--- config.mk ---
export PLATFORM = sky130hd
export DESIGN_NAME = cs_waitgen
export DESIGN_NICKNAME = d
export VERILOG_FILES = /design/src/rtl/cs_waitgen.sv
export SDC_FILE = /design/constraint.sdc
export NUM_CORES = 1
export LEC_CHECK = 0
export BUFFER_PORTS_ARGS = -buffer_cell sky130_fd_sc_hd__buf_2
export CORE_MARGIN = 4
export CORE_UTILIZATION = 36
export CTS_BUF_LIST = sky130_fd_sc_hd__clkbuf_4
export DETAILED_ROUTE_END_ITERATION = 6
export MAX_ROUTING_LAYER = met4
export PLACE_DENSITY = 0.88
export SYNTH_ARGS = -nofsm -noshare
export SYNTH_HDL_FRONTEND = slang
export SYNTH_SLANG_ARGS = --single-unit
--- constraint.sdc ---
create_clock -name clk -period 2.7 [get_ports clk]
set_input_delay 0.135 -clock clk [delete_from_list [all_inputs] [get_ports clk]]
set_output_delay 0.135 -clock clk [all_outputs]
set_load 0.02 [all_outputs]
--- src/rtl/cs_waitgen.sv ---
module cs_waitgen #(
  parameter int AW = 32,
  parameter int MW = 17,
  parameter int WW = 4
) (
  input  logic          clk,
  input  logic          rst_n,
  input  logic          req,
  input  logic [AW-1:0] addr,
  input  logic          wr,
  input  logic [MW-1:0] cfg_base,
  input  logic [MW-1:0] cfg_mask,
  input  logic          cfg_valid,
  input  logic          cfg_wprot,
  input  logic [WW-1:0] cfg_wait,
  input  logic          ext_ack,
  output logic          cs_n,
  output logic          we_n,
  output logic          ack,
  output logic          wp_err
);
  logic          busy, blk_q, wr_q;
  logic [WW-1:0] cnt;

  wire hit     = cfg_valid && (((addr[AW-1 -: MW] ^ cfg_base) & cfg_mask) == '0);
  wire start   = req && hit && !busy;
  wire blk_now = wr && cfg_wprot;
  wire done    = busy && (cnt == '0 || ext_ack);

  always_ff @(posedge clk or negedge rst_n) begin
    if (!rst_n) begin
      busy  <= 1'b0;
      blk_q <= 1'b0;
      wr_q  <= 1'b0;
      cnt   <= '0;
    end else if (start) begin
      busy  <= 1'b1;
      blk_q <= blk_now;
      wr_q  <= wr;
      cnt   <= cfg_wait;
    end else if (done) begin
      busy  <= 1'b0;
    end else if (busy) begin
      cnt   <= cnt - 1'b1;
    end
  end

  assign cs_n   = !((start && !blk_now) || (busy && !blk_q));
  assign we_n   = !((start && wr && !blk_now) || (busy && wr_q && !blk_q));
  assign ack    = done;
  assign wp_err = done && blk_q;
endmodule


==> metrics.md <==
| Metric | Value |
|---|---|
| WP buf/inv | `1` |
| Post-Synth Adder-Cell Area | `approximately 1.9%` |
| Routed length per instance | `around 12 um` |
| Post-layout net count | `about 220` |
| Xor/xnor share of the synthesized area | `between 20% and 30%` |
| Via count | `798` |
| Site Rows | `15` |
| Net Switching | `between 100 and 150 uW` |
| CTS tree | `done` |
| Syn Area/Cell | `9.123 um^2` |
| Clock root cell | `clkbuf_4` |
| CP Data Required Time | `approximately 2600 ps` |
| # diodes | `0` |
| Critical-path maximum fanout | `8` |
| Core area | `~1700 um^2` |
| # port buffers | `65` |
| Most common cell after layout, fill and taps aside | `buf_2` |
| Drt first pass iters | `4` |
| Pleak | `around 0.00057 uW` |
| Drt first-iter violations | `4` |
| Drt drc | `0` |
| Sw Ratio | `a little under a third` |
| Number of synthesized flops with an enable pin | `0` |
| CTS Sinks | `7` |
| Worst path arrival time | `around 1600 ps` |
| Crit start category | `register` |
| Share of power burned in combinational logic | `38.4%` |
| Tmin final | `between 1500 and 2000 ps` |
| Status | `finished clean` |
| Relative slew slack | `72.32%` |
| First-pass GRT wire length | `around 3100 um` |
| Post-synthesis mux area share | `under 10%` |
| Post-route ant nets | `0` |
| Seq/Total Area, Yosys | `26.67%` |
| Commonest register cell after synthesis | `dfrtp_1` |
| Share of the clock period used by the worst path | `65.72%` |
| Max-cap violations | `0` |
| H-tree Lvls | `1` |
| Final Hold Fails | `0` |
| Area of the mapped netlist | `between 600 and 700 um^2` |
| Seq pwr share | `35.5%` |
| Max Transition Viols Final | `0` |
| Clock Power Share | `26.1%` |
| Die width | `50.72 um` |
| Syn_nets | `150` |
| Filler cells | `157` |
| Syn Inst Count | `just over 70` |
| CP endpoint kind | `output pin` |
| Min-delay worst type | `in -> reg` |
| Register area | `roughly 180 um^2` |
| Multi-input logic area | `~460 um^2` |
| GR Overflow Total | `0` |
| Leading cell types in the layout, fill and taps excluded | `buf_2, xor2_1, a22oi_1` |
| Slack of the critical path | `roughly 930 ps` |
| Io pins | `about 80` |
| Main combinational cell family by area after synthesis | `XOR/XNOR gates` |
| Critical-path cell list | `a211oi_1, nand3_1, nor3_4, a32oi_1, buf_2` |
| Largest net degree at the start of global routing | `9` |
| Post-Layout Cell Count | `roughly 170` |
| Die area | `approximately 2600 um^2` |
| Unrepaired setup endpoints after global routing | `no` |
| Pwr per Cell Area | `about 380 nW/um^2` |
| Placer congestion estimate | `~0.68` |
| P_int | `277.6 uW` |
| Setup_tns | `0 ps` |
| Vias/cell | `~4.8` |
| Vias in the first global route | `roughly 800` |
| Synth Area in Simple Gates | `approximately 14%` |
| HPWL after detailed placement | `approximately 1800 um` |
| Fmax | `roughly 560 MHz` |
| Layout cells sized above 1 | `between 50% and 60%` |
| Yosys warnings | `0` |
| Clock Path Buffers | `2` |
| Family with the most delay on the worst path | `simple AND/OR/NAND/NOR gates` |
| CP max stage cell | `dfrtp_1` |
| TritonCTS buffer count | `3` |
| Antenna violations before repair | `0` |
| Peak supply drop | `approximately 0.22 mV` |
| Insertion delay to the later sink of the worst-skew pair | `about 250 ps` |
| Post-detailed-routing wire length | `between 1500 and 2000 um` |
| Clock-pin transition on the worst setup and hold timing paths | `roughly 50 ps` |
| Dpl ws | `1021 ps` |
| Total GRT Usage | `between 10% and 20%` |
| Worst setup path category | `reg -> out` |
| CP peak stage delay | `370 ps` |
| Die Y-Extent | `50.72 um` |
| Starting density of the core | `a little under two fifths` |
| Compound-Gate Fraction of Synth Area | `about a fifth` |
| Worst Max-Slew Pin Slew | `about 410 ps` |
| Flops & latches, synth | `7` |
| Distinct cells, synth | `24` |
| Synth-to-layout area growth | `60.38%` |
| Asr flop ratio synth | `100.0%` |
| Final setup violating endpoints | `0` |
| Placed Cells | `162` |
| Setup Skew | `roughly 2.3 ps` |
-- registers in the layout, summed over array words and instances (netlist names) --
name,cells
cnt,4
wr_q,1
blk_q,1
busy,1
-- what timing repair did --
action                                 4_1_cts  5_1_grt
resized for setup                            0        0
buffers inserted                             0        0
hold buffers                                 1        0
endpoints found under the hold margin        7        0
-- routing by layer --
layer / wire length [um] / GRT usage [%]
met3: 181 / 2.967
met5: 0 / -
met2: 1116 / 32.83
met4: 67 / 11.66
met1: 608 / 13.41
-- area by class of cell --
| type | count | area share, % |
|---|---|---|
| multi-input combinational | 58 | 43.23 |
| tap | 25 | 2.969 |
| sequential | 7 | 16.63 |
| timing repair buffer | 66 | 31.83 |
| inverter | 7 | 2.494 |
| clock buffer | 4 | 2.850 |
-- per-stage QoR --
stage	instance area (um^2)	hold slack, ps	utilization, %	total power [uW]
2_1_floorplan	656.9	-160.6	-	231.9
3_3_place_gp	1013	-27.57	58.70	288.7
3_5_place_dp	1013	-22.29	58.70	299.4
4_1_cts	1054	113.4	61.01	408.8
5_1_grt	1054	112.3	61.01	436.7
6_report	1054	118.8	61.01	402.9
-- power by group through the flow --
stage               sequential (uW)  combinational, uW  clock [uW]
finish                          143                155         105
global route                    145                175         117
CTS                             143                157         109
detailed placement              144                155           0
global placement                143                146           0
floorplan                       140               91.8           0
-- kinds of logic after synthesis --
group	count (synthesis)
AO/OA/AOI/OAI	17
adder cells (fa/ha/maj)	1
XOR/XNOR	19
multiplexers	5
buffers and inverters	7
AND/OR/NAND/NOR	16
flip-flops	7
-- synthesized netlist by cell type, types with 2 or more instances --
| cell | number | area (um^2) |
|---|---|---|
| nor4_1 | 2 | 12.51 |
| inv_1 | 7 | 26.28 |
| dfrtp_1 | 7 | 175.2 |
| a22oi_1 | 8 | 60.06 |
| a21oi_1 | 3 | 15.01 |
| nor2_1 | 4 | 15.01 |
| mux2_2 | 4 | 45.04 |
| xor2_1 | 17 | 148.9 |
| xnor2_1 | 2 | 17.52 |
| nand2_1 | 4 | 15.01 |
-- final timing paths --
check | depth (start not counted) | end | start | slack [ps]
setup / recovery | 5 | we_n | busy$_DFFE_PN0P_ | 930
hold / removal | 2 | cnt[1]$_DFFE_PN0P_ | cfg_wait[1] | 120
setup reg to reg | 6 | cnt[2]$_DFFE_PN0P_ | cnt[0]$_DFFE_PN0P_ | 990
hold reg to reg | 1 | wr_q$_DFFE_PN0P_ | wr_q$_DFFE_PN0P_ | 520
max in group asynchronous | 2 | cnt[1]$_DFFE_PN0P_ | rst_n | 2290
min in group asynchronous | 2 | blk_q$_DFFE_PN0P_ | rst_n | 250
-- worst register-to-register path: cells and delay by family, from the launching register on --
kind / cells / cell delay [ps]
flip-flops: 1 / 360
AND/OR/NAND/NOR: 1 / 120
adder cells (fa/ha/maj): 1 / 240
XOR/XNOR: 1 / 130
AO/OA/AOI/OAI: 1 / 390
multiplexers: 1 / 270
buffers and inverters: 1 / 80
Note: power is estimated with default switching activity, not from simulation.
